File: src/rtl/can_bo_pkg.sv
`timescale 1ns/1ps
package can_bo_pkg;

  typedef enum logic [1:0] {
    PH_NORMAL  = 2'd0,
    PH_HALT    = 2'd1,
    PH_RECOVER = 2'd2
  } bo_phase_e;

  localparam int          LEC_W        = 3;
  localparam logic [2:0]  LEC_BIT0ERR  = 3'b101;
  localparam logic [2:0]  LEC_NONE     = 3'b000;

  localparam int STAT_W      = 16;
  localparam int POS_BOFF    = 7;
  localparam int POS_EWARN   = 6;
  localparam int POS_EPASS   = 5;
  localparam int POS_RXOK    = 4;
  localparam int POS_TXOK    = 3;

endpackage

File: src/rtl/can_bo_runcnt.sv
`timescale 1ns/1ps
module can_bo_runcnt #(
  parameter int RUN_LEN     = 11,
  parameter int IDLE_TARGET = 129,
  parameter int CNT_W       = 8
) (
  input  logic             clk,
  input  logic             rst_n,
  input  logic             clear,
  input  logic             active,
  input  logic             smp_vld,
  input  logic             smp_rec,
  output logic             run_done,
  output logic             seq_done,
  output logic [CNT_W-1:0] idle_cnt
);

  localparam int RUN_W = $clog2(RUN_LEN);
  localparam logic [RUN_W-1:0] RUN_LAST  = RUN_W'(RUN_LEN - 1);
  localparam logic [CNT_W-1:0] IDLE_LAST = CNT_W'(IDLE_TARGET - 1);

  logic [RUN_W-1:0] run_q;
  logic [CNT_W-1:0] idle_q;
  logic             take;

  assign take     = active && smp_vld && !clear;
  assign run_done = take && smp_rec && (run_q == RUN_LAST);
  assign seq_done = run_done && (idle_q == IDLE_LAST);
  assign idle_cnt = idle_q;

  always_ff @(posedge clk) begin
    if (!rst_n || clear) begin
      run_q  <= '0;
      idle_q <= '0;
    end else if (take) begin
      if (!smp_rec) begin
        run_q <= '0;
      end else if (run_done) begin
        run_q  <= '0;
        idle_q <= seq_done ? '0 : idle_q + 1'b1;
      end else begin
        run_q <= run_q + 1'b1;
      end
    end
  end

  AST_RUN_BELOW_LEN: assert property (@(posedge clk) disable iff (!rst_n)
    run_q <= RUN_LAST);
  AST_IDLE_BELOW_TARGET: assert property (@(posedge clk) disable iff (!rst_n)
    idle_q <= IDLE_LAST);
  AST_DOMINANT_CLEARS_RUN: assert property (@(posedge clk) disable iff (!rst_n)
    (take && !smp_rec) |=> (run_q == '0));
  AST_DOMINANT_KEEPS_IDLE: assert property (@(posedge clk) disable iff (!rst_n)
    (take && !smp_rec) |=> $stable(idle_q));
  AST_IDLE_FROZEN_WHEN_INACTIVE: assert property (@(posedge clk) disable iff (!rst_n)
    (!active && !clear) |=> $stable(idle_q));

endmodule

File: src/rtl/can_bo_ctrl.sv
`timescale 1ns/1ps
module can_bo_ctrl
  import can_bo_pkg::*;
(
  input  logic      clk,
  input  logic      rst_n,
  input  logic      boff_rise,
  input  logic      cpu_init_set,
  input  logic      cpu_init_clr,
  input  logic      seq_done,
  output logic      init_o,
  output bo_phase_e phase_o
);

  logic      init_q;
  bo_phase_e phase_q;

  always_ff @(posedge clk) begin
    if (!rst_n) begin
      init_q <= 1'b1;
    end else if (boff_rise || cpu_init_set) begin
      init_q <= 1'b1;
    end else if (cpu_init_clr) begin
      init_q <= 1'b0;
    end
  end

  always_ff @(posedge clk) begin
    if (!rst_n) begin
      phase_q <= PH_NORMAL;
    end else if (boff_rise) begin
      phase_q <= PH_HALT;
    end else begin
      case (phase_q)
        PH_HALT:    if (!init_q)  phase_q <= PH_RECOVER;
        PH_RECOVER: if (seq_done) phase_q <= PH_NORMAL;
        default:    phase_q <= phase_q;
      endcase
    end
  end

  assign init_o  = init_q;
  assign phase_o = phase_q;

  AST_INIT_ON_BOFF: assert property (@(posedge clk) disable iff (!rst_n)
    boff_rise |=> (init_q && phase_q == PH_HALT));
  AST_HALT_NEEDS_CLEAR: assert property (@(posedge clk) disable iff (!rst_n)
    (phase_q == PH_HALT && init_q) |=> (phase_q != PH_RECOVER));
  AST_RECOVER_HOLDS: assert property (@(posedge clk) disable iff (!rst_n)
    (phase_q == PH_RECOVER && !seq_done && !boff_rise) |=> (phase_q == PH_RECOVER));

endmodule

File: src/rtl/can_bo_status.sv
`timescale 1ns/1ps
module can_bo_status
  import can_bo_pkg::*;
(
  input  logic              clk,
  input  logic              rst_n,
  input  logic              boff_in,
  input  logic              ewarn_in,
  input  logic              epass_in,
  input  logic              rxok_set,
  input  logic              txok_set,
  input  logic              stat_ack,
  input  logic              lec_evt_vld,
  input  logic              lec_evt_ok,
  input  logic [LEC_W-1:0]  lec_evt_code,
  input  logic              run_done,
  input  logic              ctrl_wr,
  input  logic              ctrl_eie,
  input  logic              ctrl_cce,
  input  logic              irq_clr,
  output logic [STAT_W-1:0] status_o,
  output logic              irq_o,
  output logic              cce_o,
  output logic              boff_rise_o
);

  logic             boff_q, ewarn_q, epass_q, rxok_q, txok_q;
  logic [LEC_W-1:0] lec_q;
  logic             eie_q, cce_q, irq_q;
  logic             stat_chg;

  assign boff_rise_o = boff_in && !boff_q;
  assign stat_chg    = (boff_in != boff_q) || (ewarn_in != ewarn_q);

  always_ff @(posedge clk) begin
    if (!rst_n) begin
      boff_q  <= 1'b0;
      ewarn_q <= 1'b0;
      epass_q <= 1'b0;
    end else begin
      boff_q  <= boff_in;
      ewarn_q <= ewarn_in;
      epass_q <= epass_in;
    end
  end

  always_ff @(posedge clk) begin
    if (!rst_n) begin
      rxok_q <= 1'b0;
      txok_q <= 1'b0;
    end else begin
      if (rxok_set)      rxok_q <= 1'b1;
      else if (stat_ack) rxok_q <= 1'b0;
      if (txok_set)      txok_q <= 1'b1;
      else if (stat_ack) txok_q <= 1'b0;
    end
  end

  always_ff @(posedge clk) begin
    if (!rst_n) begin
      lec_q <= LEC_NONE;
    end else if (run_done) begin
      lec_q <= LEC_BIT0ERR;
    end else if (lec_evt_vld && lec_evt_ok) begin
      lec_q <= lec_evt_code;
    end else if (stat_ack) begin
      lec_q <= LEC_NONE;
    end
  end

  always_ff @(posedge clk) begin
    if (!rst_n) begin
      eie_q <= 1'b0;
      cce_q <= 1'b0;
    end else if (ctrl_wr) begin
      eie_q <= ctrl_eie;
      cce_q <= ctrl_cce;
    end
  end

  always_ff @(posedge clk) begin
    if (!rst_n) begin
      irq_q <= 1'b0;
    end else if (eie_q && stat_chg) begin
      irq_q <= 1'b1;
    end else if (irq_clr) begin
      irq_q <= 1'b0;
    end
  end

  always_comb begin
    status_o            = '0;
    status_o[POS_BOFF]  = boff_q;
    status_o[POS_EWARN] = ewarn_q;
    status_o[POS_EPASS] = epass_q;
    status_o[POS_RXOK]  = rxok_q;
    status_o[POS_TXOK]  = txok_q;
    status_o[LEC_W-1:0] = lec_q;
  end

  assign irq_o = irq_q;
  assign cce_o = cce_q;

  AST_IRQ_STICKY: assert property (@(posedge clk) disable iff (!rst_n)
    (irq_q && !irq_clr) |=> irq_q);
  AST_NO_IRQ_DISABLED: assert property (@(posedge clk) disable iff (!rst_n)
    (!eie_q && !irq_q) |=> !irq_q);
  AST_BIT0_LOGGED: assert property (@(posedge clk) disable iff (!rst_n)
    run_done |=> (lec_q == LEC_BIT0ERR));
  AST_UPPER_ZERO: assert property (@(posedge clk) disable iff (!rst_n)
    status_o[STAT_W-1:8] == '0);

endmodule

File: src/rtl/can_busoff_seq.sv
`timescale 1ns/1ps
module can_busoff_seq
  import can_bo_pkg::*;
#(
  parameter int RUN_LEN     = 11,
  parameter int IDLE_TARGET = 129,
  parameter int CNT_W       = 8
) (
  input  logic        clk,
  input  logic        rst_n,
  input  logic        smp_vld,
  input  logic        smp_rec,
  input  logic        boff_in,
  input  logic        ewarn_in,
  input  logic        epass_in,
  input  logic        rxok_set,
  input  logic        txok_set,
  input  logic        lec_evt_vld,
  input  logic [2:0]  lec_evt_code,
  input  logic        stat_ack,
  input  logic        cpu_init_set,
  input  logic        cpu_init_clr,
  input  logic        ctrl_wr,
  input  logic        ctrl_eie,
  input  logic        ctrl_cce,
  input  logic        irq_clr,
  input  logic        btr_wr_req,
  output logic        init_o,
  output logic        bus_on_o,
  output logic [15:0] status_o,
  output logic        irq_o,
  output logic        err_cnt_rst_o,
  output logic [7:0]  idle_runs_o,
  output logic        btr_wr_en_o
);

  bo_phase_e        phase;
  logic             boff_rise, run_done, seq_done, cce, init;
  logic [CNT_W-1:0] idle_cnt;
  logic             err_rst_q;

  can_bo_status u_status (
    .clk          (clk),
    .rst_n        (rst_n),
    .boff_in      (boff_in),
    .ewarn_in     (ewarn_in),
    .epass_in     (epass_in),
    .rxok_set     (rxok_set),
    .txok_set     (txok_set),
    .stat_ack     (stat_ack),
    .lec_evt_vld  (lec_evt_vld),
    .lec_evt_ok   (phase == PH_NORMAL),
    .lec_evt_code (lec_evt_code),
    .run_done     (run_done),
    .ctrl_wr      (ctrl_wr),
    .ctrl_eie     (ctrl_eie),
    .ctrl_cce     (ctrl_cce),
    .irq_clr      (irq_clr),
    .status_o     (status_o),
    .irq_o        (irq_o),
    .cce_o        (cce),
    .boff_rise_o  (boff_rise)
  );

  can_bo_ctrl u_ctrl (
    .clk          (clk),
    .rst_n        (rst_n),
    .boff_rise    (boff_rise),
    .cpu_init_set (cpu_init_set),
    .cpu_init_clr (cpu_init_clr),
    .seq_done     (seq_done),
    .init_o       (init),
    .phase_o      (phase)
  );

  can_bo_runcnt #(
    .RUN_LEN     (RUN_LEN),
    .IDLE_TARGET (IDLE_TARGET),
    .CNT_W       (CNT_W)
  ) u_runcnt (
    .clk      (clk),
    .rst_n    (rst_n),
    .clear    (boff_rise),
    .active   (phase == PH_RECOVER),
    .smp_vld  (smp_vld),
    .smp_rec  (smp_rec),
    .run_done (run_done),
    .seq_done (seq_done),
    .idle_cnt (idle_cnt)
  );

  always_ff @(posedge clk) begin
    if (!rst_n) err_rst_q <= 1'b0;
    else        err_rst_q <= seq_done;
  end

  assign init_o        = init;
  assign bus_on_o      = (phase == PH_NORMAL) && !init;
  assign err_cnt_rst_o = err_rst_q;
  assign idle_runs_o   = 8'(idle_cnt);
  assign btr_wr_en_o   = btr_wr_req && cce && init;

  AST_CNT_RST_SINGLE: assert property (@(posedge clk) disable iff (!rst_n)
    err_rst_q |=> !err_rst_q);
  AST_CNT_RST_AT_END: assert property (@(posedge clk) disable iff (!rst_n)
    err_rst_q |-> (phase == PH_NORMAL && idle_cnt == '0));
  AST_BUS_OFF_WHEN_HALTED: assert property (@(posedge clk) disable iff (!rst_n)
    (phase != PH_NORMAL) |-> !bus_on_o);

endmodule

File: config.mk
export PLATFORM = sky130hd
export DESIGN_NAME = can_busoff_seq
export DESIGN_NICKNAME = d
export VERILOG_FILES = /design/src/rtl/can_bo_pkg.sv /design/src/rtl/can_bo_runcnt.sv /design/src/rtl/can_bo_ctrl.sv /design/src/rtl/can_bo_status.sv /design/src/rtl/can_busoff_seq.sv
export SDC_FILE = /design/constraint.sdc
export NUM_CORES = 1
export LEC_CHECK = 0
export ABC_CLOCK_PERIOD_IN_PS = 1900
export CAP_MARGIN = 30
export CORE_MARGIN = 5
export CORE_UTILIZATION = 41
export CTS_BUF_LIST = sky130_fd_sc_hd__clkbuf_8
export DETAILED_ROUTE_END_ITERATION = 10
export GPL_TIMING_DRIVEN = 0
export PLACE_DENSITY = 0.86
export SETUP_SLACK_MARGIN = 0.3
export SLEW_MARGIN = 15
export SYNTH_ARGS = -nofsm -noshare
export SYNTH_HDL_FRONTEND = slang
export SYNTH_HIERARCHICAL = 1
export SYNTH_SLANG_ARGS = --single-unit
File: constraint.sdc
create_clock -name clk -period 1.9 [get_ports clk]
set_clock_uncertainty 0.2 [all_clocks]
set_input_delay 0.38 -clock clk [delete_from_list [all_inputs] [get_ports clk]]
set_output_delay 0.38 -clock clk [all_outputs]
set_load 0.03 [all_outputs]
After elaboration in Yosys (flattened, before gate mapping)
Cells that the tools add are included.
{ "totals": {"wordCells": 76, "out_inout_bits": 29, "reg_bits": 27, "input_bits": 21} }
{ "op_classes": {"bitwise_logic": 1, "muxes": 15, "add_sub_neg": 2, "reduce_logical": 32, "n_eq_ne": 10} }
{ "ops": {"columns": ["cell", "n"], "rows": [
  ["logical AND 1 bit", 11],
  ["nonzero test 2 bit", 5],
  ["two-way mux 3 bit", 3],
  ["AND reduction 3 bit", 3],
  ["adder 8 x 1 -> 8 bit, second input constant", 1],
  ["equality test 8 bit, second input constant", 1],
  ["two-way mux 4 bit", 2],
  ["two-way mux 8 bit", 1],
  ["two-way mux 1 bit", 6],
  ["nonzero test 3 bit", 2],
  ["OR reduction 2 bit", 3],
  ["adder 4 x 1 -> 4 bit, second input constant", 1],
  ["equality test 4 bit, second input constant", 1],
  ["zero test 1 bit", 4],
  ["two-way mux 2 bit", 2],
  ["inequality test 2 bit, second input constant", 2],
  ["one-hot mux 2 bit (2 select lines)", 1],
  ["logical OR 1 bit", 3],
  ["inequality test 3 x 2 -> 1 bit, second input constant", 1],
  ["inequality test 3 bit, second input constant", 1],
  ["equality test 2 x 1 -> 1 bit, second input constant", 1],
  ["equality test 2 bit, second input constant", 1],
  ["zero test 2 bit", 1],
  ["inequality test 1 bit", 2],
  ["NOT 1 bit", 1]
]} }

Longest topological paths before layout
Gate-level depths: netlist of run 1.
{ "depth": {"ltp_word": 10, "ltp_mapped": 8, "ltp_nobuf": 8} }

By module
The synthesis of run 1 kept the hierarchy.
{ "modules_own_cells": {"columns": ["mod", "n_inst", "cells_per_inst", "seq_area_each_um2", "area_per_inst_um2"], "rows": [
  ["can_bo_runcnt", 1, 75, 240.2, 696.9],
  ["can_bo_status", 1, 55, 220.2, 519.2],
  ["can_bo_ctrl", 1, 13, 60.1, 113.9],
  ["can_busoff_seq", 1, 6, 20.0, 55.1]
]} }

Worst setup path before layout of run 1
OpenSTA, ideal clock, no wires.
{ "synth_path": {"kind": "in2reg", "start": "in boff_in", "end": "reg u_ctrl.phase_q[1], in the netlist u_ctrl/phase_o[1]", "path_buffers": 0, "cell_stages": 7, "path_slack_ns": 0.094, "t_arrival_ns": 1.487, "setup_ns": 0.119, "path_cell_list": "ha_1 -> nand4b_4 -> nor2_2 -> and3_1 -> inv_1 -> o21ai_1 -> a21oi_1"} }
{ "synth_between": {"elab_chain_cells": 8, "elab_cells_between_ends": 9} }
{ "synth_rtl": {"columns": ["item", "line_no", "text"], "rows": [
  ["start, declared", "can_busoff_seq.sv:13", "input logic boff_in,"],
  ["logical AND 1 bit", "can_bo_status.sv:32", "assign boff_rise_o = boff_in && !boff_q;"],
  ["zero test 1 bit", "can_bo_runcnt.sv:26", "assign take = active && smp_vld && !clear;"],
  ["logical AND 1 bit", "can_bo_runcnt.sv:26", null],
  ["logical AND 1 bit (2 in a row)", "can_bo_runcnt.sv:27", "assign run_done = take && smp_rec && (run_q == RUN_LAST);"],
  ["via run_done", "can_busoff_seq.sv:38", "logic boff_rise, run_done, seq_done, cce, init;"],
  ["logical AND 1 bit", "can_bo_runcnt.sv:28", "assign seq_done = run_done && (idle_q == IDLE_LAST);"],
  ["via seq_done", "can_busoff_seq.sv:38", null],
  ["inequality test 2 bit (no source line)", null, null],
  ["AND reduction 3 bit (no source line)", null, null],
  ["end signal, assigned", "can_bo_ctrl.sv:37", "default: phase_q <= phase_q;"],
  ["end, declared", "can_bo_ctrl.sv:16", "bo_phase_e phase_q;"]
]} }
The timed path passes the listed nets, and every way through them passes these cells.
A chain may end at the register's enable or synchronous reset.

Final worst setup path of run 1
{ "layout_path": {"start": "in boff_in", "end": "reg u_ctrl.phase_q[1], in the netlist u_ctrl/phase_o[1]"} }
{ "layout_between": {"elab_chain_cells": 8, "elab_cells_between_ends": 9} }
{ "layout_rtl": {"columns": ["item", "line_no"], "rows": [
  ["logical AND 1 bit", "can_bo_status.sv:32"],
  ["via boff_rise", "can_busoff_seq.sv:38"],
  ["zero test 1 bit", "can_bo_runcnt.sv:26"],
  ["logical AND 1 bit", "can_bo_runcnt.sv:26"],
  ["logical AND 1 bit (2 in a row)", "can_bo_runcnt.sv:27"],
  ["via run_done", "can_busoff_seq.sv:38"],
  ["logical AND 1 bit", "can_bo_runcnt.sv:28"],
  ["via seq_done", "can_busoff_seq.sv:38"],
  ["inequality test 2 bit (no source line)", null],
  ["AND reduction 3 bit (no source line)", null]
]} }
The timed path passes the listed nets, and every way through them passes these cells.

==> results summary, run 1 <==
In this run the count of I/O pins placed on the die edge is 50. The synthesized netlist cell count came out at 149. At the worst endpoint, the required time is around 1.9 ns. The number of antenna diodes in the final layout is 0. The peak supply drop is 0.5828 mV. The worst register-to-register path begins at u_status/boff_q.

The row count is 21. Grouping stages by cell kind, the critical path spends the most delay in simple AND/OR/NAND/NOR gates. The part of the cycle the worst path needs is 0.8742. The predominant post-synthesis flop cell is dfxtp_1. For this design, the slowest cell found on the critical path is dlygate4sd2_1.

Summed over all failing endpoints, the final setup total negative slack is 0 ns. The final setup violation count came out at 0. The max-cap check violation count came out at 0. The met1 demand-to-capacity share in global routing came out at 0.1545. TritonCTS built the clock tree.

The final antenna-violating net count is 0. The number of detailed-routing iterations run before antenna repair is 5. The number of antenna violations at the first check in global routing is 0. For hold timing, the worst endpoint is u_status/lec_q[1]. The largest net degree at the start of global routing came out at 15. Of all cell types, the one taking the most synthesized area is dfxtp_1.

The clock period could shrink to 1.661 ns. The final design utilization is 0.6111. The power per cell area came out at 551.7 nW/µm².

The number of remaining DRC errors is 0. The maximum clock insertion buffer count is 2. The number of buffers and inverters on the critical path came out at 2.

The clock transition at the register clock pins on the worst setup and hold paths after CTS came out at 0.09 ns. The final max-slew violation count is 0. dfxtp_1 is the most common cell in the netlist. The leakage power summed over all cells came out at 0.9260 nW.

Static timing analysis puts the maximum clock frequency at 602.1 MHz. The die span in y is 68.12 µm. The width of the die is 68.12 µm. The flow ran to the end, and the final reports show no timing, DRC or antenna violations. The final wirelength is 3.066 mm. The number of standard cells in the layout, taps in and fillers out is 254.

The H-tree depth came out at 1. From synthesis to final layout, the design area changed by 46.07%. The total number of vias is 1200. The worst min-delay path class is register to register. Ranked by instance count, the synthesized netlist is headed by 27 x dfxtp_1, 14 x nor2_1, 13 x buf_4. The cell count after placement is around 240. Measured in cells, the most critical reg-to-reg path has a length of 8.

A synthesized cell averages 9.296 µm². The proportion of layout cells with a drive suffix above 1 came out at 0.3846. The maximum fanout along the worst path is 6. For the worst-skew pair, the clock arrives at the later sink with an insertion delay of 0.27 ns.

Of the synthesized area, sequential elements account for 0.3902. The top-area cell type share of the netlist area came out at 0.3902. For this run, global-route usage on met2 was measured as 0.2359.

The arrival time at the worst endpoint is 1.63 ns. The final count of hold timing violations is 0. The async set-reset flop share out of synthesis is 0. The global routing usage summed across all routing layers is 0.1356. After synthesis, the cell types taking the most area are dfxtp_1 39%, buf_4 7.0%, ha_1 4.5%, nor2_1 3.8%, a21oi_1 2.9%. The routability-driven placement congestion ratio is 0.8010. The number of synthesized register bits came out at 27. The number of clock sinks came out at 27. The worst register-to-register path has a setup slack of 0.26 ns. The number of enable-type register cells in the synthesized netlist is 0. The category of the most critical setup path is primary input to register. After global routing the overflow that remains totals 0. In this run, distinct cell masters in the synthesized netlist total 43. The number of buffers inserted during clock tree synthesis is 3. The routed wirelength normalized by instance count is 12.07 µm. The Yosys warning count is 6. Along the worst hold path, the cell count comes to 2.

The detailed-placement wirelength estimate is 2.278 mm. STA classifies the critical path startpoint as a primary input. The first routing iteration left just under 80 violations. The delay of the slowest cell on the worst path came out at 0.27 ns.

The core box area came out at 3311 µm². The startpoint of the worst hold path is u_status/lec_q[1]. In the routed layout, each cell is associated on average with a via count of roughly 4.7. CTS placed an instance of clkbuf_8 at the clock tree root.

The mapped netlist covers 1385 µm². The die footprint is 4640 µm². The most congested layer reported by global routing is met2. The global-route track usage on met3 is 0.05583. The initial cell density of the core is 0.4184.

In this run the tool buffered the top-level ports with 41 buffer cells. The final net count is around 240. The wire length of the first global-routing pass is roughly 4.8 mm. The via count of the first global-routing pass came out at 1147.

Setup repair after global routing could not meet its margin everywhere. The reg-to-reg critical path endpoint is u_ctrl/phase_o[1]. The worst setup path is captured at a register. The signal on the critical path passes through dlygate4sd2_1, ha_4, nand4b_4, nor2_4, and3_4, inv_2, o21ai_1, a21oi_1.
==> per-stage QoR <==
stage,setup slack (ns),area (µm²),total power [mW],hold slack (ns)
6_report,0.2391,2023,1.116,0.2672
5_1_grt,0.1926,2023,1.166,0.3039
4_1_cts,0.04868,1992,1.130,0.2751
3_5_place_dp,-0.4165,1911,0.8102,0.2616
3_3_place_gp,-0.3848,1911,0.8069,0.2585
2_1_floorplan,0.2421,1443,0.7235,0.2736
==> per-layer routing <==
metal	vias up	wire length (µm)
met5	-	0
met4	0	19
met3	2	256
met2	43	1517
met1	546	1272
li1	609	-
==> worst min-delay path, cell delays in order, from the launching register on <==
cell and delay (ns):
dfxtp_1 0.32, nand3_1 0.06, a21oi_1 0.06
==> sequential cells by signal, summed over array words and instances, names as in the netlist, 2 cells and up <==
register and flops:
u_runcnt/idle_cnt 8, u_ctrl/phase_o 2, u_runcnt/run_q 4, u_status/lec_q 3
==> how the worst max path moves through the flow <==
stage | to | from | slack (ns) | cells after the start
final | u_ctrl/phase_o[1] | boff_in | 0.24 | 8
after detailed placement | u_ctrl/phase_o[1] | boff_in | -0.42 | 8
after floorplan | u_ctrl/phase_o[1] | boff_in | 0.24 | 7
after CTS | btr_wr_en_o | btr_wr_req | 0.05 | 3
after global placement | u_ctrl/phase_o[1] | boff_in | -0.38 | 8
after global routing | u_ctrl/phase_o[1] | u_status/boff_q | 0.19 | 8
==> where the power goes <==
| group | internal, mW | switching [mW] |
|---|---|---|
| clock network | 0.145 | 0.178 |
| registers | 0.579 | 0.0128 |
| logic | 0.100 | 0.101 |
==> kinds of logic (layout without fill, tap and decap cells) <==
kind of cell             Yosys count  after routing  synth area share
multiplexers                       3              3           0.02168
AND/OR/NAND/NOR                   61             61            0.2900
adder cells (fa/ha/maj)            5              5           0.04517
AO/OA/AOI/OAI                     22             22            0.1030
buffers and inverters             22             74           0.09665
flip-flops                        27             27            0.3902
other                              1              8          0.002707
XOR/XNOR                           8              8           0.05058
==> placed cells by master, fill, tap and decap left out, types with 3 or more instances in the layout <==
cell             instances
nor2_1                  14
clkbuf_8                 3
a21oi_1                  8
conb_1                   8
and2_1                   4
clkbuf_2                 4
dfxtp_2                  8
buf_2                    9
nor2b_1                  6
nor3_1                   4
dlygate4sd2_1            4
mux2i_1                  3
ha_1                     3
dfxtp_4                  3
nand3_1                  6
inv_2                    3
inv_1                    5
nand4_1                  3
o21a_1                   3
xnor2_1                  4
dfxtp_1                 16
xor2_1                   4
nand2b_1                 3
clkdlybuf4s50_1         16
clkdlybuf4s15_2          5
buf_4                   21
==> cell type report <==
cell class | instances | area, µm²
clock buffers | 3 | 41.29
repair buffers | 48 | 405.4
multi-input cells | 107 | 813.3
flip-flops and latches | 27 | 561.8
inverters | 7 | 26.28
clock inverters | 1 | 3.754
plain buffers | 15 | 113.9
well taps | 46 | 57.56
fillers | 298 | 1287
==> what timing repair did <==
| item | in CTS | in global routing |
|---|---|---|
| pin swaps | 1 | 3 |
| buffers inserted | 3 | 4 |
| resized for setup | 78 | 39 |
| gates cloned | 0 | 0 |
| setup endpoints to repair | 37 | 27 |
| hold buffers | 0 | 0 |
No activity file was read; power rests on OpenSTA's default activity.
==> run 2: changes to the inputs <==
--- a/config.mk
+++ b/config.mk
@@ -5,14 +5,14 @@
 export SDC_FILE = /design/constraint.sdc
 export NUM_CORES = 1
 export LEC_CHECK = 0
-export ABC_CLOCK_PERIOD_IN_PS = 1900
+export ABC_CLOCK_PERIOD_IN_PS = 1600
 export CAP_MARGIN = 30
 export CORE_MARGIN = 5
-export CORE_UTILIZATION = 41
+export CORE_UTILIZATION = 46
 export CTS_BUF_LIST = sky130_fd_sc_hd__clkbuf_8
 export DETAILED_ROUTE_END_ITERATION = 10
 export GPL_TIMING_DRIVEN = 0
-export PLACE_DENSITY = 0.86
+export PLACE_DENSITY = 0.82
 export SETUP_SLACK_MARGIN = 0.3
 export SLEW_MARGIN = 15
 export SYNTH_ARGS = -nofsm -noshare
==> constraint.sdc (replaced) <==
create_clock -name clk -period 1.6 [get_ports clk]
set_clock_uncertainty 0.2 [all_clocks]
set_input_delay 0.32 -clock clk [delete_from_list [all_inputs] [get_ports clk]]
set_output_delay 0.32 -clock clk [all_outputs]
set_load 0.03 [all_outputs]
==> results summary, run 2 (same netlist as run 1, synthesis figures left out) <==
The number of buffers inserted during clock tree synthesis is 3 (unchanged). Setup repair after global routing could not meet its margin everywhere. The remaining global-route overflow came out at 0 (unchanged).

The number of detailed-routing iterations run before antenna repair is 4 (-1). The area growth from synthesis to layout came out at 67.30%. The maximum fanout along the worst path is 7 (+1). The wire length of the first global-routing pass came to 5.968 mm (+23%). The most common cell after layout, fill and taps aside is buf_4. The source-to-sink clock delay at the later pin of the worst-skew pair came to 0.27 ns (about the same).

The setup TNS after final layout came out at -0.08716 ns (-0.08716 ns). The min-delay analysis places its worst path in the category primary input to register. The checks that failed: setup timing. The number of remaining DRC errors came out at 0 (unchanged). The die footprint is 4208 µm² (-9.3%). The highest layer touched by signal routing is met4. The routability-driven placement congestion ratio came out at 0.8500 (+6.1%).

The share of power burned in combinational logic came out at 0.210 (+0.030). The row count is 20 (-4.8%). In the layout the commonest cells are 31 x buf_4, 25 x buf_6, 17 x dfxtp_2. The top-level port count is 50 (unchanged). The wire length on met3 was 264 µm (+3.1%). The final design utilization was 0.7782 (+0.1670). The detailed-placement wirelength estimate is 2.569 mm (+13%). The proportion of total power due to net switching came to 0.2685 (+0.007043). The arrival time at the worst endpoint came out at 1.62 ns (about the same). The final count of hold timing violations is 0 (unchanged). The number of antenna violations at the first check in global routing was 0 (unchanged). The data required time of the worst path came out at 1.57 ns (-0.30 ns). The max-cap check violation count came out at 0 (unchanged).

The total chip power was 1.387 mW (+24%). The width of the die is 64.87 µm (-4.8%). The length of routed wiring on met1 is 1.494 mm (+17%).

The global routing usage summed across all routing layers is 0.1780 (+0.04237). The clock transition at the register clock pins on the worst setup and hold paths after CTS is 0.10 ns (about the same). The count of inserted antenna diode cells was 0 (unchanged).

The power per cell area is 598.6 nW/µm² (+8.5%). The flip-flop count of the largest register, all copies and words added was 8 (unchanged). The least setup slack across all paths after layout is -0.05665 ns (-0.2957 ns). The initial cell density of the core is 0.4651 (+0.04676). The internal power is 1.015 mW (+23%). The CTS tree is done.

The total number of vias is 1323 (+10%). The tree is rooted in a clkbuf_8. The final net count came out at 250 (+6.4%).

The part of the cycle the worst path needs is 1.035. The leakage power summed over all cells came out at 1.050 nW (+13%). The iteration-0 DRC count of the detailed router came out at 38 (-51%). The number of clock sinks came out at 27 (unchanged). The final setup violation count is 2 (+2).

The switching power of the nets is 0.3725 mW (+28%). The final max-slew violation count is 0 (unchanged). The highest attainable clock frequency came out at between 600 and 700 MHz. The peak supply drop came out at 0.4153 mV (-29%). The final antenna-violating net count is 0 (unchanged).

The hold buffer count at CTS came to 0 (unchanged). The final critical path time including I/O delays and setup is 1.657 ns. The run finished, with violations left.

The final wirelength is 3.919 mm (+28%). The number of buffer cells added on primary ports came out at 41 (unchanged). The maximum clock insertion buffer count came out at 2 (unchanged). The die span in y came out at 64.87 µm (-4.8%).

The worst setup path is of the register to register kind. The sequential share of power is 0.509 (-0.021). The routed length on met2 was 2.109 mm (+39%). The core box area came out at 2978 µm² (-10%).

The routed via count divided by cell count was 5.168 (+9.4%). The worst setup path is captured at a register. STA classifies the critical path startpoint as a register. The largest net degree at the start of global routing is 15 (unchanged). The worst slack at placement came out at -0.6568 ns (-0.2403 ns). The proportion of layout cells with a drive suffix above 1 is 0.5291 (+0.1445). The via count of the first global-routing pass is 1358 (+18%).

The H-tree depth is 1 (unchanged). The routed wirelength normalized by instance count is 15.31 µm (+27%). The relative contribution of the clock network to total power is 0.281 (-0.009).
-- run 2: changes by cell type in the layout (fill, tap and decap cells not counted), moves of 2 or more --
cell | before | now
buf_6 | 2 | 25
clkdlybuf4s15_2 | 5 | 0
a21oi_2 | 0 | 3
nand2b_4 | 0 | 2
buf_2 | 9 | 1
clkbuf_2 | 4 | 0
dfxtp_4 | 3 | 5
nor3_1 | 4 | 2
dfxtp_1 | 16 | 5
dfxtp_2 | 8 | 17
buf_4 | 21 | 31
a21oi_1 | 8 | 5
-- run 2: critical path, cell delays in order (launching register included) --
cell and delay, ns:
dfxtp_2 0.34, inv_2 0.04, ha_4 0.16, nand4b_4 0.20, nor2_4 0.17, buf_6 0.15, mux2i_1 0.21, nor2_1 0.06
-- run 2: stage by stage --
| stage | instance area, µm² | hold WS, ns | cells |
|---|---|---|---|
| finish | 2317 | 0.2350 | 256 |
| global route | 2317 | 0.2363 | 256 |
| CTS | 2192 | 0.2504 | 246 |
| detailed placement | 1902 | 0.2680 | 230 |
| global placement | 1902 | 0.2660 | 230 |
| floorplan | 1450 | 0.2128 | 156 |
-- run 2: cell type report --
class	count	area [µm²]
sequential	27	580.6
fill	189	660.6
clock inverter	1	3.754
timing repair buffer	63	603.1
inverter	7	26.28
buffer	15	125.1
tap	33	41.29
clock buffer	3	41.29
multi-input combinational	107	895.9
-- run 2: path summary, 6_finish.rpt --
path / startpoint / to / slack, ns / depth (start not counted)
worst min register to register: u_status/lec_q[1] / u_status/lec_q[1] / 0.30 / 2
worst max register to register: u_status/boff_q / u_runcnt/idle_cnt[1] / -0.06 / 7
worst min-delay path: rst_n / u_status/lec_q[1] / 0.24 / 3
worst max-delay path: u_status/boff_q / u_runcnt/idle_cnt[1] / -0.06 / 7
-- run 2: per-layer routing --
| metal | up-vias | GRT usage |
|---|---|---|
| met5 | - | 0 |
| met4 | 0 | 0.05805 |
| met3 | 6 | 0.05373 |
| met2 | 52 | 0.3308 |
| met1 | 627 | 0.1890 |
| li1 | 638 | - |
-- run 2: what timing repair did --
| action | in CTS | in global routing |
|---|---|---|
| endpoints found under the setup margin | 40 | 46 |
| resized for setup | 190 | 16 |
| pin swaps | 9 | 2 |
| hold endpoints to repair | 0 | 0 |
| setup buffers | 12 | 10 |
-- run 2: power by group through the flow --
stage	sequential (mW)	combinational (mW)	clock, mW
after detailed placement	0.722	0.244	0
final	0.706	0.291	0.390
after global placement	0.721	0.237	0
after global routing	0.709	0.310	0.428
after CTS	0.706	0.274	0.390
after floorplan	0.734	0.127	0
==> run 3: changes to the inputs <==
--- a/config.mk
+++ b/config.mk
@@ -13,7 +13,7 @@
 export DETAILED_ROUTE_END_ITERATION = 10
 export GPL_TIMING_DRIVEN = 0
 export PLACE_DENSITY = 0.82
-export SETUP_SLACK_MARGIN = 0.3
+export SETUP_SLACK_MARGIN = 0.15
 export SLEW_MARGIN = 15
 export SYNTH_ARGS = -nofsm -noshare
 export SYNTH_HDL_FRONTEND = slang
==> constraint.sdc (replaced) <==
create_clock -name clk -period 1.6 [get_ports clk]
set_clock_uncertainty 0.2 [all_clocks]
set_input_delay 0.48 -clock clk [delete_from_list [all_inputs] [get_ports clk]]
set_output_delay 0.48 -clock clk [all_outputs]
set_load 0.03 [all_outputs]
==> results summary, run 3 (same netlist as run 1, synthesis figures left out) <==
The startpoint of the worst hold path is boff_in. The number of remaining DRC errors was 0 (unchanged). The area taken by flip-flops and latches came out at 594.3 µm² (+2.4%). The final net count came out at 252 (+0.80%). The final critical path time including I/O delays and setup is 1.696 ns (+0.03927 ns). The final setup violation count was 11 (+9). The flip-flop count of the largest register, all copies and words added is 8 (unchanged). The width of the die is 64.87 µm (unchanged). The iteration-0 DRC count of the detailed router is 36 (-5.3%). The hold-critical path depth was 2 (-1). The worst setup path startpoint is u_status/boff_q. The relative contribution of the clock network to total power came out at 0.279 (-0.002). The final wirelength came out at 3.787 mm (-3.4%). The power per cell area is 575.6 nW/µm² (-3.8%). The category of the most critical setup path is register to register. The maximum clock insertion buffer count is 2 (unchanged).

The total number of vias is 1294 (-2.2%). The proportion of total power due to net switching came out at 0.2614 (-0.007096). The internal power came to 1.003 mW (-1.2%). The peak supply drop came to 0.5366 mV (+29%). The minimum setup slack among reg-to-reg paths is -0.1 ns (-0.04 ns). The initial cell density of the core came out at 0.4651 (unchanged). The number of inserted filler cells in the final layout is 207 (+9.5%). The final standard cell area without fillers is 2359 µm² (+1.8%). The number of buffer cells added on primary ports is 41 (unchanged). The number of antenna violations at the first check in global routing is 0 (unchanged).

The core box area came out at 2978 µm² (unchanged). The die footprint came out at 4208 µm² (unchanged). The row count came out at 20 (unchanged).

The via count of the first global-routing pass came out at 1272 (-6.3%). The worst min-delay path class is primary input to register. The global routing usage summed across all routing layers came out at 0.1674 (-0.01059).

The maximum fanout along the worst path came to 5 (-2). Setup repair after global routing could not meet its margin everywhere. The number of buffers inserted during clock tree synthesis is 3 (unchanged). The top-level port count came out at 50 (unchanged).

The detailed-placement wirelength estimate came out at 2.368 mm (-7.8%). The proportion of layout cells with a drive suffix above 1 is 0.5378 (+0.008630). The highest attainable clock frequency came out at 589.7 MHz (-2.3%). The worst setup path is launched from a register. The switching power of the nets is 0.3549 mW (-4.7%). Headroom to the max-slew limit came out at 0.6549. The max-cap check violation count came to 0 (unchanged).

The CTS tree is done. The routed via count divided by cell count is 5.016 (-3.0%). The sequential share of power is 0.513 (+0.004). The data required time of the worst path came out at 1.57 ns (about the same). The count of inserted antenna diode cells was 0 (unchanged). The clock transition at the register clock pins on the worst setup and hold paths after CTS was 0.09 ns (about the same). The hold buffer count at CTS came out at 0 (unchanged).

The final antenna-violating net count is 0 (unchanged). The least setup slack across all paths after layout is -0.09592 ns (-0.03927 ns). The arrival time at the worst endpoint came out at 1.66 ns (+0.04 ns). Leaving out fill and tap cells, the most frequent cell in the layout is buf_6.

The wire length of the first global-routing pass is 5.595 mm (-6.3%). The largest net degree at the start of global routing is 15 (unchanged). The area growth from synthesis to layout is 70.28%. The final max-slew violation count came out at 0 (unchanged). The routability-driven placement congestion ratio is 0.8350 (-1.8%). The final count of hold timing violations is 0 (unchanged). The combined area of the multi-input logic cells came out at 889.6 µm² (-0.70%). The leakage power summed over all cells came out at 1.072 nW (+2.1%). The run finished, with violations left. The die span in y is 64.87 µm (unchanged). The length in cells of the worst reg-to-reg path is 7 (unchanged).

The source-to-sink clock delay at the later pin of the worst-skew pair is 0.27 ns (about the same). The checks that failed: setup timing. Clock tree synthesis selected as its root buffer the cell clkbuf_8. At the pin with the least slew margin, the transition time is 0.5165 ns. The share of power burned in combinational logic is 0.208 (-0.002).

The remaining global-route overflow is 0 (unchanged). In the layout the commonest cells are 30 x buf_6, 28 x buf_4, 15 x clkdlybuf4s50_1. STA classifies the critical path endpoint as a register. The part of the cycle the worst path needs came out at 1.060 (+0.02454).

The H-tree depth is 1 (unchanged). The routed wirelength normalized by instance count is 14.68 µm (-4.1%). The post-place instance area is 1886 µm² (-0.85%). The number of clock sinks was 27 (unchanged). The number of detailed-routing iterations run before antenna repair was 4 (unchanged). The setup TNS after final layout is -0.6239 ns (-0.5367 ns). The worst register-to-register path begins at u_status/boff_q.
[run 3: changes by cell type in the layout (fill, tap and decap cells not counted), sizes merged]
cell	delta
buf	+3
clkdlybuf4s15	+1
dlymetal6s2s	-2
[run 3: power by group through the flow]
stage | Sequential (mW) | Combinational (mW) | Clock, mW
2_1_floorplan | 0.733 | 0.126 | 0
3_3_place_gp | 0.720 | 0.236 | 0
3_5_place_dp | 0.721 | 0.240 | 0
4_1_cts | 0.698 | 0.266 | 0.387
5_1_grt | 0.699 | 0.303 | 0.422
6_report | 0.696 | 0.283 | 0.378
[run 3: stage by stage]
| step | utilization | std cells | setup WS (ns) | hold WS, ns | total power [mW] |
|---|---|---|---|---|---|
| global placement | 0.6332 | 230 | -0.8327 | 0.2684 | 0.9564 |
| CTS | 0.7324 | 249 | -0.07438 | 0.2574 | 1.351 |
| detailed placement | 0.6332 | 230 | -0.8466 | 0.2729 | 0.9611 |
| global route | 0.7920 | 258 | -0.1660 | 0.2522 | 1.425 |
| finish | 0.7920 | 258 | -0.09592 | 0.2564 | 1.358 |
| floorplan | - | 156 | -0.1588 | 0.2736 | 0.8588 |
[run 3: critical path, cell delays in order (launching register included)]
cell	delay (ns)
dfxtp_2	0.34
inv_2	0.04
ha_4	0.15
buf_4	0.12
and4b_2	0.34
nand4_1	0.14
xor2_1	0.20
nor2_2	0.04
[run 3: final cells by class]
cell class	instances	area share
sequential	27	0.2520
timing repair buffer	65	0.2674
clock buffer	3	0.01751
inverter	7	0.01114
multi-input combinational	107	0.3772
clock inverter	1	0.001592
buffer	15	0.05570
tap	33	0.01751
[run 3: worst paths after layout]
check / to
max: u_runcnt/idle_cnt[7]
min: u_status/boff_q
max reg2reg: u_runcnt/idle_cnt[7]
min reg2reg: u_status/lec_q[1]
[run 3: per-layer routing]
layer | vias up | wire length, µm | global-route usage
li1 | 645 | - | -
met4 | 0 | 24 | 0.05541
met5 | - | 0 | 0
met1 | 609 | 1475 | 0.1898
met2 | 38 | 2065 | 0.3001
met3 | 2 | 222 | 0.04506
[run 3: timing repair]
action,CTS,global route
resized for setup,202,28
setup endpoints to repair,41,38
buffers inserted,15,9
pin swaps,6,11
